### src/rtl/cursor_shadow_pkg.sv
package cursor_shadow_pkg;

   // register word width seen by software
   localparam int unsigned REG_W = 32;
   // bit position of the second coordinate inside a coordinate word
   localparam int unsigned Y_LSB = 16;

   // word addresses
   localparam int unsigned ADDR_POS  = 0;
   localparam int unsigned ADDR_CLIP = 1;
   localparam int unsigned ADDR_PAL0 = 2;

   typedef enum logic [1:0] {
      SEL_NONE = 2'd0,
      SEL_POS  = 2'd1,
      SEL_CLIP = 2'd2,
      SEL_PAL  = 2'd3
   } reg_sel_e;

endpackage

### src/rtl/cursor_vblank_edge.sv
module cursor_vblank_edge (
   input  logic clk,
   input  logic rst_n,
   input  logic vblank,
   output logic blank_rise
);

   logic vblank_q;

   always_ff @(posedge clk or negedge rst_n) begin
      if (!rst_n) vblank_q <= 1'b0;
      else        vblank_q <= vblank;
   end

   assign blank_rise = vblank & ~vblank_q;

endmodule

### src/rtl/cursor_xy_shadow.sv
module cursor_xy_shadow #(
   parameter int unsigned COORD_W    = 10,
   parameter bit          COMMIT_GATE = 1'b0
) (
   input  logic               clk,
   input  logic               rst_n,
   input  logic               wr_en,
   input  logic [COORD_W-1:0] wr_x,
   input  logic [COORD_W-1:0] wr_y,
   input  logic               frame_sync,
   input  logic               blank_rise,
   input  logic               arm_evt,
   output logic [COORD_W-1:0] pend_x,
   output logic [COORD_W-1:0] pend_y,
   output logic [COORD_W-1:0] act_x,
   output logic [COORD_W-1:0] act_y
);

   logic pend_flag;
   logic gate_ok;
   logic do_commit;

   generate
      if (COMMIT_GATE) begin : g_gated
         logic armed_q;
         always_ff @(posedge clk or negedge rst_n) begin
            if (!rst_n)                       armed_q <= 1'b0;
            else if (wr_en)                   armed_q <= 1'b0;
            else if (blank_rise && armed_q && pend_flag) armed_q <= 1'b0;
            else if (arm_evt && pend_flag)    armed_q <= 1'b1;
         end
         assign gate_ok = armed_q;
      end else begin : g_free
         logic unused_arm;
         assign unused_arm = arm_evt;
         assign gate_ok    = 1'b1;
      end
   endgenerate

   assign do_commit = blank_rise & pend_flag & gate_ok;

   always_ff @(posedge clk or negedge rst_n) begin
      if (!rst_n) begin
         pend_x    <= '0;
         pend_y    <= '0;
         act_x     <= '0;
         act_y     <= '0;
         pend_flag <= 1'b0;
      end else begin
         if (wr_en) begin
            pend_x <= wr_x;
            pend_y <= wr_y;
         end
         if (wr_en && !frame_sync) begin
            act_x     <= wr_x;
            act_y     <= wr_y;
            pend_flag <= 1'b0;
         end else begin
            if (do_commit) begin
               act_x <= pend_x;
               act_y <= pend_y;
            end
            if (wr_en)          pend_flag <= 1'b1;
            else if (do_commit) pend_flag <= 1'b0;
         end
      end
   end

endmodule

### src/rtl/cursor_palette_bank.sv
module cursor_palette_bank #(
   parameter int unsigned NUM_PAL = 2,
   parameter int unsigned COLOR_W = 8,
   parameter int unsigned ADDR_W  = 3,
   localparam int unsigned PAL_W  = 3 * COLOR_W
) (
   input  logic                     clk,
   input  logic                     rst_n,
   input  logic                     wr_en,
   input  logic [ADDR_W-1:0]        wr_idx,
   input  logic [PAL_W-1:0]         wr_color,
   input  logic [ADDR_W-1:0]        rd_idx,
   output logic [PAL_W-1:0]         rd_color,
   output logic [NUM_PAL*PAL_W-1:0] act_pal
);

   logic [PAL_W-1:0] entry [NUM_PAL];

   generate
      for (genvar k = 0; k < NUM_PAL; k++) begin : g_entry
         always_ff @(posedge clk or negedge rst_n) begin
            if (!rst_n)                                  entry[k] <= '0;
            else if (wr_en && wr_idx == ADDR_W'(k))      entry[k] <= wr_color;
         end
         assign act_pal[k*PAL_W +: PAL_W] = entry[k];
      end
   endgenerate

   always_comb begin
      rd_color = '0;
      for (int k = 0; k < NUM_PAL; k++) begin
         if (rd_idx == ADDR_W'(k)) rd_color = entry[k];
      end
   end

endmodule

### src/rtl/cursor_shadow_regs.sv
module cursor_shadow_regs
   import cursor_shadow_pkg::*;
#(
   parameter int unsigned COORD_W = 10,
   parameter int unsigned COLOR_W = 8,
   parameter int unsigned NUM_PAL = 2,
   parameter int unsigned ADDR_W  = 3,
   localparam int unsigned PAL_W  = 3 * COLOR_W
) (
   input  logic                     clk,
   input  logic                     rst_n,
   input  logic                     wr_en,
   input  logic [ADDR_W-1:0]        wr_addr,
   input  logic [REG_W-1:0]         wr_data,
   input  logic [ADDR_W-1:0]        rd_addr,
   output logic [REG_W-1:0]         rd_data,
   input  logic                     frame_sync,
   input  logic                     vblank,
   output logic [COORD_W-1:0]       act_pos_x,
   output logic [COORD_W-1:0]       act_pos_y,
   output logic [COORD_W-1:0]       act_clip_x,
   output logic [COORD_W-1:0]       act_clip_y,
   output logic [NUM_PAL*PAL_W-1:0] act_pal
);

   // elaboration-time parameter checks
   generate
      if (COORD_W < 1 || COORD_W > Y_LSB) begin : g_bad_coord
         $error("COORD_W must lie in 1..16");
      end
      if (PAL_W > REG_W || COLOR_W < 1) begin : g_bad_color
         $error("three colour fields must fit in one register word");
      end
      if (NUM_PAL < 1 || (ADDR_PAL0 + NUM_PAL) > (1 << ADDR_W)) begin : g_bad_addr
         $error("ADDR_W too narrow for the colour registers");
      end
   endgenerate

   reg_sel_e          wr_sel;
   reg_sel_e          rd_sel;
   logic [ADDR_W-1:0] wr_pal_idx;
   logic [ADDR_W-1:0] rd_pal_idx;
   logic              blank_rise;

   logic [COORD_W-1:0] pend_pos_x, pend_pos_y;
   logic [COORD_W-1:0] pend_clip_x, pend_clip_y;
   logic [PAL_W-1:0]   rd_color;

   function automatic reg_sel_e decode(input logic [ADDR_W-1:0] a);
      if (int'(a) == ADDR_POS)       return SEL_POS;
      else if (int'(a) == ADDR_CLIP) return SEL_CLIP;
      else if (int'(a) >= ADDR_PAL0 && int'(a) < ADDR_PAL0 + NUM_PAL) return SEL_PAL;
      else                           return SEL_NONE;
   endfunction

   function automatic logic [REG_W-1:0] pack_xy(input logic [COORD_W-1:0] x,
                                                input logic [COORD_W-1:0] y);
      logic [REG_W-1:0] w;
      w = '0;
      w[COORD_W-1:0]         = x;
      w[Y_LSB +: COORD_W]    = y;
      return w;
   endfunction

   assign wr_sel     = decode(wr_addr);
   assign rd_sel     = decode(rd_addr);
   assign wr_pal_idx = wr_addr - ADDR_W'(ADDR_PAL0);
   assign rd_pal_idx = rd_addr - ADDR_W'(ADDR_PAL0);

   cursor_vblank_edge u_edge (
      .clk        (clk),
      .rst_n      (rst_n),
      .vblank     (vblank),
      .blank_rise (blank_rise)
   );

   cursor_xy_shadow #(
      .COORD_W     (COORD_W),
      .COMMIT_GATE (1'b0)
   ) u_pos (
      .clk        (clk),
      .rst_n      (rst_n),
      .wr_en      (wr_en && wr_sel == SEL_POS),
      .wr_x       (wr_data[COORD_W-1:0]),
      .wr_y       (wr_data[Y_LSB +: COORD_W]),
      .frame_sync (frame_sync),
      .blank_rise (blank_rise),
      .arm_evt    (1'b0),
      .pend_x     (pend_pos_x),
      .pend_y     (pend_pos_y),
      .act_x      (act_pos_x),
      .act_y      (act_pos_y)
   );

   cursor_xy_shadow #(
      .COORD_W     (COORD_W),
      .COMMIT_GATE (1'b1)
   ) u_clip (
      .clk        (clk),
      .rst_n      (rst_n),
      .wr_en      (wr_en && wr_sel == SEL_CLIP),
      .wr_x       (wr_data[COORD_W-1:0]),
      .wr_y       (wr_data[Y_LSB +: COORD_W]),
      .frame_sync (frame_sync),
      .blank_rise (blank_rise),
      .arm_evt    (wr_en && wr_sel == SEL_POS),
      .pend_x     (pend_clip_x),
      .pend_y     (pend_clip_y),
      .act_x      (act_clip_x),
      .act_y      (act_clip_y)
   );

   cursor_palette_bank #(
      .NUM_PAL (NUM_PAL),
      .COLOR_W (COLOR_W),
      .ADDR_W  (ADDR_W)
   ) u_pal (
      .clk      (clk),
      .rst_n    (rst_n),
      .wr_en    (wr_en && wr_sel == SEL_PAL),
      .wr_idx   (wr_pal_idx),
      .wr_color (wr_data[PAL_W-1:0]),
      .rd_idx   (rd_pal_idx),
      .rd_color (rd_color),
      .act_pal  (act_pal)
   );

   always_comb begin
      unique case (rd_sel)
         SEL_POS:  rd_data = pack_xy(pend_pos_x, pend_pos_y);
         SEL_CLIP: rd_data = pack_xy(pend_clip_x, pend_clip_y);
         SEL_PAL:  rd_data = REG_W'(rd_color);
         default:  rd_data = '0;
      endcase
   end

endmodule

### config.mk
export PLATFORM = sky130hd
export DESIGN_NAME = cursor_shadow_regs
export DESIGN_NICKNAME = d
export VERILOG_FILES = /design/src/rtl/cursor_shadow_pkg.sv /design/src/rtl/cursor_vblank_edge.sv /design/src/rtl/cursor_xy_shadow.sv /design/src/rtl/cursor_palette_bank.sv /design/src/rtl/cursor_shadow_regs.sv
export SDC_FILE = /design/constraint.sdc
export NUM_CORES = 1
export LEC_CHECK = 0
export BUFFER_PORTS_ARGS = -buffer_cell sky130_fd_sc_hd__buf_2
export CORE_MARGIN = 4
export CORE_UTILIZATION = 53
export DETAILED_ROUTE_END_ITERATION = 8
export PLACE_DENSITY = 0.8
export SETUP_SLACK_MARGIN = 0.05
export SLEW_MARGIN = 20
export SYNTH_ARGS = -nofsm -noshare
export SYNTH_HDL_FRONTEND = slang
export SYNTH_SLANG_ARGS = --single-unit
### constraint.sdc
create_clock -name clk -period 1.8 [get_ports clk]
set_clock_uncertainty 0.05 [all_clocks]
set_input_delay 0.27 -clock clk [delete_from_list [all_inputs] [get_ports clk]]
set_output_delay 0.27 -clock clk [all_outputs]
set_load 0.02 [all_outputs]
==> reports/metrics.csv, run 1 <==
stage;metric;value;unit
status;status;complete, no violations;
clock_network;Clock Pin Slew Worst Setup and Hold Paths;50;ps
finish;Final Cell Area;0.00835;mm²
floorplan;I/O pins;163;
floorplan;area of the core;0.0115;mm²
placed_design;PortBufs;150;
clock_network;worst-skew pair later-pin latency;410;ps
timing;Max Freq;0.569;GHz
timing;Tmin final;1760;ps
timing;hold slack;55.7;ps
global_routing;first-pass GRT wire length;28.1;mm
power;Sw Share;0.338;
setup_path;CP Cell Sequence;buf_2 > inv_2 > ha_4 > nand4b_1 > buf_6 > buf_4 > nor2_1 > buf_4;
power;Final Total Pwr;11.4;mW
timing;RSZ-0062 raised after global routing;yes;
route;Vias;5030;
placed_design;routability cong.;0.823;
finish;NumNets Final;723;
clock_network;CTS H-tree depth;4;
route;initial DRC count;428;
route;post-route ant nets;0;
synth;Synth Instances;511;
setup_path;Most common cell on crit path;buf_4;
power;P_int;7.57;mW
finish;Antenna Cells;0;
setup_path;worst setup path startpoint;rd_addr[2];
timing;Final Hold Viols;0;
timing;Tcrit/Tclk final;0.977;
finish;Syn-to-layout area delta;32.7;%
setup_path;Arrival @ worst endpoint;1440;ps
floorplan;initial core utilization;0.546;
power;IR drop worst, VDD;0.966;mV
timing;final setup fails;0;
global_routing;remaining global-route overflow;0;
route;via/cell ratio;6.07;
finish;final std cells w/o fill;829;
placed_design;Placed Area;0.00744;mm²
clock_network;clock root buffer;clkbuf_16;
global_routing;largest net degree at the start of global routing;52;
min_path;Hold WC Path Type;input pin to register;
power;Reg power frac;0.396;
route;DRC viols;0;
power;Comb pwr share;0.305;
route;first-pass detailed-route iteration total;5;
floorplan;die width;117;µm
finish;layout cells sized above 1;0.504;
route;total wire length;18.4;mm
synth;register area share after synthesis;0.525;
min_path;hold_sp;wr_data[13];
timing;fin. max-slew vios;0;
power;static leakage;4.15;nW
power;power density over the cells;1370;mW/mm²
clock_network;TritonCTS buffer count;17;
placed_design;HPWL Detailed;11.8;mm
floorplan;Core Rows;39;
setup_path;CP max-delay cell;ha_4;
synth;synthesized flop and latch total;132;
route;drt wl/cell;22.2;µm
setup_path;crit end category;primary output;
setup_path;slowest cell delay on critical path;200;ps
synth;Avg Cell Area, Syn;12.3;µm²
setup_path;WP data required;1480;ps
run;max cap viols;0;
clock_network;clk buf depth;2;
floorplan;die area;0.0137;mm²
synth;post-synth cell types;30;
global_routing;antenna violations before repair;0;
clock_network;TritonCTS clock tree;built;
setup_path;Worst Setup Start Kind;input pin;
setup_path;reg2reg start;u_clip.g_gated.armed_q;
synth;synth warn;0;
floorplan;Die Ht;117;µm
power;clock share of power;0.299;
clock_network;clock net sink count;132;
synth;Mapped Area;0.00629;mm²
placed_design;dpl cells;794;
global_routing;overall routing resource usage;0.274;
global_routing;vias in the first global route;5209;
setup_path;Setup CP Type;input pin to primary output;
finish;Post-Route Utilization;0.725;
setup_path;CP Max Fanout;5;
power;sw power;3.87;mW
[registers in the layout, summed over array words and instances, names as in the netlist]
| name | count |
|---|---|
| u_clip.pend_x | 10 |
| u_pos.act_x | 10 |
| u_clip.pend_flag | 1 |
| u_pos.pend_y | 10 |
| u_clip.act_x | 10 |
| u_pos.pend_x | 10 |
| u_clip.pend_y | 10 |
| u_clip.act_y | 10 |
| u_edge.vblank_q | 1 |
| u_pos.act_y | 10 |
| u_pal.act_pal | 48 |
| u_pos.pend_flag | 1 |
| u_clip.g_gated.armed_q | 1 |
[metrics by stage]
stage	setup WS (ps)	TNS (ps)
3_3_place_gp	-73.3	-2880
5_1_grt	16.5	0
3_5_place_dp	-102	-4280
6_report	41.0	0
4_1_cts	43.6	0
2_1_floorplan	-15.1	-59.5
[routing by layer]
metal / vias to the layer above / track usage / part of all wire / routed length (µm)
met2: 235 / 0.438 / 0.50 / 9110
met1: 2560 / 0.357 / 0.41 / 7540
met3: 41 / 0.0725 / 0.070 / 1300
met4: 0 / 0.109 / 0.025 / 451
met5: - / 0 / 0 / 0
li1: 2194 / - / - / -
[logic make-up (layout without fill, tap and decap cells)]
group | after synthesis | count (layout) | synth area share
other | 1 | 6 | 0.000596
flip-flops | 132 | 132 | 0.525
multiplexers | 152 | 152 | 0.271
AO/OA/AOI/OAI | 83 | 83 | 0.0708
buffers and inverters | 53 | 223 | 0.0404
adder cells (fa/ha/maj) | 4 | 4 | 0.00795
AND/OR/NAND/NOR | 86 | 86 | 0.0847
[worst max-delay path, delay by kind of cell]
kind | cells | cell delay, ps
adder cells (fa/ha/maj) | 1 | 200
buffers and inverters | 5 | 670
AND/OR/NAND/NOR | 2 | 300
[path summary, 6_finish.rpt]
check | depth (start not counted) | to | slack (ps)
max | 8 | rd_data[12] | 40
min in group asynchronous | 2 | u_pal.act_pal[23] | 320
max in group asynchronous | 3 | u_pos.pend_x[3] | 760
min reg2reg | 1 | u_pos.pend_x[8] | 470
max reg2reg | 4 | u_clip.act_x[9] | 500
min | 2 | u_pal.act_pal[13] | 60
[cell usage after synthesis (all sizes together)]
cell    count  area, µm²
dfrtp     132       3300
mux2       88       1060
mux2i      64        641
a21oi      61        305
nor4       40        250
clkbuf     27        101
buf        22        138
nor2b      21        131
o22ai      18        113
nor2        9       33.8
ha          4       50.1
inv         4       15.0
nand4b      3       26.3
or2         3       21.3
a21boi      2       15.0
nand2       2       7.51
nand3b      2       15.0
or3         2       12.5
conb        1       3.75
nand2b      1       6.26
nor3        1       5.00
nor4b       1       15.0
o21a        1       7.51
o21ai       1       5.00
or3b        1       8.76
[placed cells by master, fill, tap and decap left out, types with 3 or more instances in the layout]
master	n
a21oi_1	49
a21oi_2	12
buf_12	7
buf_2	125
buf_4	39
buf_6	16
clkbuf_16	17
clkbuf_8	6
conb_1	6
dfrtp_1	132
inv_1	3
mux2_2	68
mux2_4	19
mux2i_1	64
nand4b_1	3
nor2_1	5
nor2_2	3
nor2b_1	20
nor4_1	40
o22ai_2	14
o22ai_4	4
[what timing repair did]
item,CTS,global route
gates cloned,2,1
endpoints found under the setup margin,18,24
gates resized for setup,17,61
hold buffers,2,0
setup buffers,1,0
endpoints found under the hold margin,50,0
pin swaps,0,1
[power groups by stage]
stage               registers (mW)  clock network, mW  logic (mW)
floorplan                     5.19                  0        1.36
global placement              4.46                  0        3.26
detailed placement            4.54                  0        3.36
CTS                           4.50               3.46        3.40
global route                  4.62               3.61        3.74
finish                        4.54               3.42        3.49
[cell type report]
cell class / count / area, µm²
sequential: 132 / 3300
inverter: 4 / 15.0
fill: 746 / 3170
clock buffer: 25 / 515
clock inverter: 4 / 70.1
tap: 143 / 179
timing repair buffer: 190 / 1270
multi-input combinational: 331 / 2990
(Power assumes the default switching activity.)
==> run 2: changes to the inputs <==
--- a/config.mk
+++ b/config.mk
@@ -7,9 +7,8 @@
 export LEC_CHECK = 0
 export BUFFER_PORTS_ARGS = -buffer_cell sky130_fd_sc_hd__buf_2
 export CORE_MARGIN = 4
-export CORE_UTILIZATION = 53
+export CORE_UTILIZATION = 33
 export DETAILED_ROUTE_END_ITERATION = 8
-export PLACE_DENSITY = 0.8
 export SETUP_SLACK_MARGIN = 0.05
 export SLEW_MARGIN = 20
 export SYNTH_ARGS = -nofsm -noshare
==> reports/metrics.csv, run 2 (same netlist as run 1, synthesis figures left out) <==
stage;metric;value;unit;change
status;status;complete, no violations;;
setup_path;CP Cell Sequence;buf_8 > inv_6 > ha_4 > nand4b_1 > buf_6 > clkbuf_16 > o22ai_4 > buf_6;;
finish;Syn-to-layout area delta;39.5;%;
power;sw power;3.93;mW;+1.5%
timing;Tcrit/Tclk final;0.973;;-0.00402
floorplan;Core Rows;50;;+28%
power;Final Total Pwr;11.6;mW;+1.1%
power;Sw Share;0.339;;+0.00113
power;P_int;7.65;mW;+0.97%
finish;final std cells w/o fill;927;;+12%
finish;NumNets Final;729;;+0.83%
timing;fin. max-slew vios;0;;unchanged
setup_path;crit end category;primary output;;
timing;Post-Route Setup TNS;0;ps;unchanged
floorplan;area of the core;0.0187;mm²;+62%
global_routing;remaining global-route overflow;0;;unchanged
min_path;hold path cells;2;;unchanged
finish;area of the multi-input gates;0.00311;mm²;+3.9%
global_routing;met2 usage;0.287;;-0.151
timing;RSZ-0062 raised after global routing;yes;;
floorplan;Die Ht;146;µm;+25%
placed_design;routability cong.;0.791;;-3.9%
run;max cap viols;0;;unchanged
clock_network;clock net sink count;132;;unchanged
setup_path;Setup CP Type;input pin to primary output;;
global_routing;vias in the first global route;5136;;-1.4%
finish;most frequent cells in the layout;dfrtp_1, buf_2, mux2_2, mux2i_1, a21oi_1;;
power;Comb pwr share;0.316;;+0.011
power;Reg power frac;0.387;;-0.009
route;Vias;4877;;-3.0%
power;IR drop worst, VDD;0.717;mV;-26%
setup_path;Arrival @ worst endpoint;1430;ps;about the same
clock_network;CTS H-tree depth;4;;unchanged
timing;Final Hold Viols;0;;unchanged
finish;# fillers;1653;;+120%
floorplan;initial core utilization;0.336;;-0.210
finish;register area;0.00330;mm²;unchanged
timing;Max Freq;0.571;GHz;+0.41%
global_routing;first-pass GRT wire length;29.8;mm;+5.8%
finish;layout cells sized above 1;0.514;;+0.00934
min_path;Hold WC Path Type;input pin to register;;
power;clock share of power;0.297;;-0.002
global_routing;antenna violations before repair;1;;+1
clock_network;worst-skew pair later-pin latency;420;ps;about the same
placed_design;Placed Area;0.00760;mm²;+2.1%
timing;Slew HR;0.661;;
route;via/cell ratio;5.26;;-13%
clock_network;TritonCTS buffer count;17;;unchanged
setup_path;WP data required;1480;ps;about the same
power;static leakage;4.23;nW;+1.9%
timing;slew at the pin closest to its max-slew limit;509;ps;
finish;commonest non-fill, non-tap cell in the layout;dfrtp_1;;
floorplan;die width;146;µm;+25%
timing;hold slack;52.3;ps;-3.39 ps
route;initial DRC count;263;;-39%
setup_path;R2R depth;4;;unchanged
global_routing;largest net degree at the start of global routing;45;;-13%
route;DRC viols;0;;unchanged
clock_network;clock root buffer;clkbuf_16;;
placed_design;HPWL Detailed;12.8;mm;+8.5%
placed_design;dpl cells;886;;+12%
power;power density over the cells;1320;mW/mm²;-3.8%
route;first-pass detailed-route iteration total;4;;-1
placed_design;PortBufs;150;;unchanged
setup_path;Most common cell on crit path;buf_6;;
timing;Tmin final;1750;ps;-7.23 ps
clock_network;clk buf depth;2;;unchanged
setup_path;Worst Setup Start Kind;input pin;;
route;drt wl/cell;21.4;µm;-3.7%
finish;number of flip-flops in the largest register;48;;unchanged
setup_path;slowest cell delay on critical path;190;ps;about the same
global_routing;GRT busiest layer;met2;;
clock_network;Clock Pin Slew Worst Setup and Hold Paths;50;ps;about the same
setup_path;CP Max Fanout;5;;unchanged
finish;Antenna Cells;0;;unchanged
setup_path;CP max-delay cell;ha_4;;
finish;Final Cell Area;0.00878;mm²;+5.1%
global_routing;met3 Usage GRT;0.0509;;-0.0216
route;total wire length;19.8;mm;+7.7%
floorplan;die area;0.0213;mm²;+56%
timing;final setup fails;0;;unchanged
global_routing;met1 GRT Util;0.232;;-0.125
clock_network;TritonCTS clock tree;built;;
route;post-route ant nets;0;;unchanged
global_routing;overall routing resource usage;0.179;;-0.0943
floorplan;I/O pins;163;;unchanged
[run 2: cell count changes in the layout (fill, tap and decap cells not counted), moves of 3 or more]
cell and delta:
o22ai_2 -7, clkbuf_1 +4, buf_12 +3, nor2_4 +4, nor2_1 -3, clkbuf_8 -4, buf_6 +11, o22ai_4 +7
clkbuf_16 +3, buf_4 -10
[run 2: critical path: cells and delay by family]
kind | cells | cell delay [ps]
adders and majority gates | 1 | 190
and+or+nand+nor | 1 | 190
buffers and inverters | 5 | 660
AOI/OAI and AO/OA | 1 | 110
[run 2: cell type report]
cell class	count	area share
clock buffers	25	0.0542
clock inverters	5	0.0114
inverters	4	0.00228
multi-input cells	331	0.354
flip-flops and latches	132	0.376
well taps	234	0.0334
repair buffers	196	0.168
[run 2: path summary, 6_finish.rpt]
path | startpoint | to | slack [ps]
min | wr_data[10] | u_pal.act_pal[34] | 50
max | rd_addr[2] | rd_data[5] | 50
max in group asynchronous | rst_n | u_pos.pend_x[7] | 850
min in group asynchronous | rst_n | u_pal.act_pal[47] | 260
min reg2reg | u_pos.pend_y[8] | u_pos.pend_y[8] | 460
max reg2reg | u_edge.vblank_q | u_clip.act_x[5] | 480
[run 2: per-stage QoR]
| step | util | worst slack (ps) |
|---|---|---|
| after global placement | 0.406 | -102 |
| after detailed placement | 0.406 | -130 |
| after CTS | 0.448 | 38.3 |
| final | 0.469 | 48.3 |
| after floorplan | - | -15.1 |
| after global routing | 0.469 | 2.87 |
[run 2: layer usage]
| metal | vias to the layer above | part of all wire |
|---|---|---|
| met1 | 2487 | 0.43 |
| met5 | - | 0.00035 |
| met3 | 31 | 0.047 |
| met2 | 144 | 0.50 |
| met4 | 2 | 0.025 |
| li1 | 2213 | - |
[run 2: timing repair]
item / CTS / global route
cloned: 1 / 4
buffers inserted: 1 / 3
hold endpoints to repair: 33 / 0
hold buffers: 2 / 0
setup endpoints to repair: 23 / 25
pin swaps: 0 / 8
resized for setup: 42 / 67
[run 2: power groups by stage]
stage               combinational [mW]  clock, mW  sequential (mW)
global placement                  3.39          0             4.44
floorplan                         1.36          0             5.19
global route                      3.93       3.65             4.60
finish                            3.66       3.43             4.48
detailed placement                3.45          0             4.50
CTS                               3.52       3.51             4.46
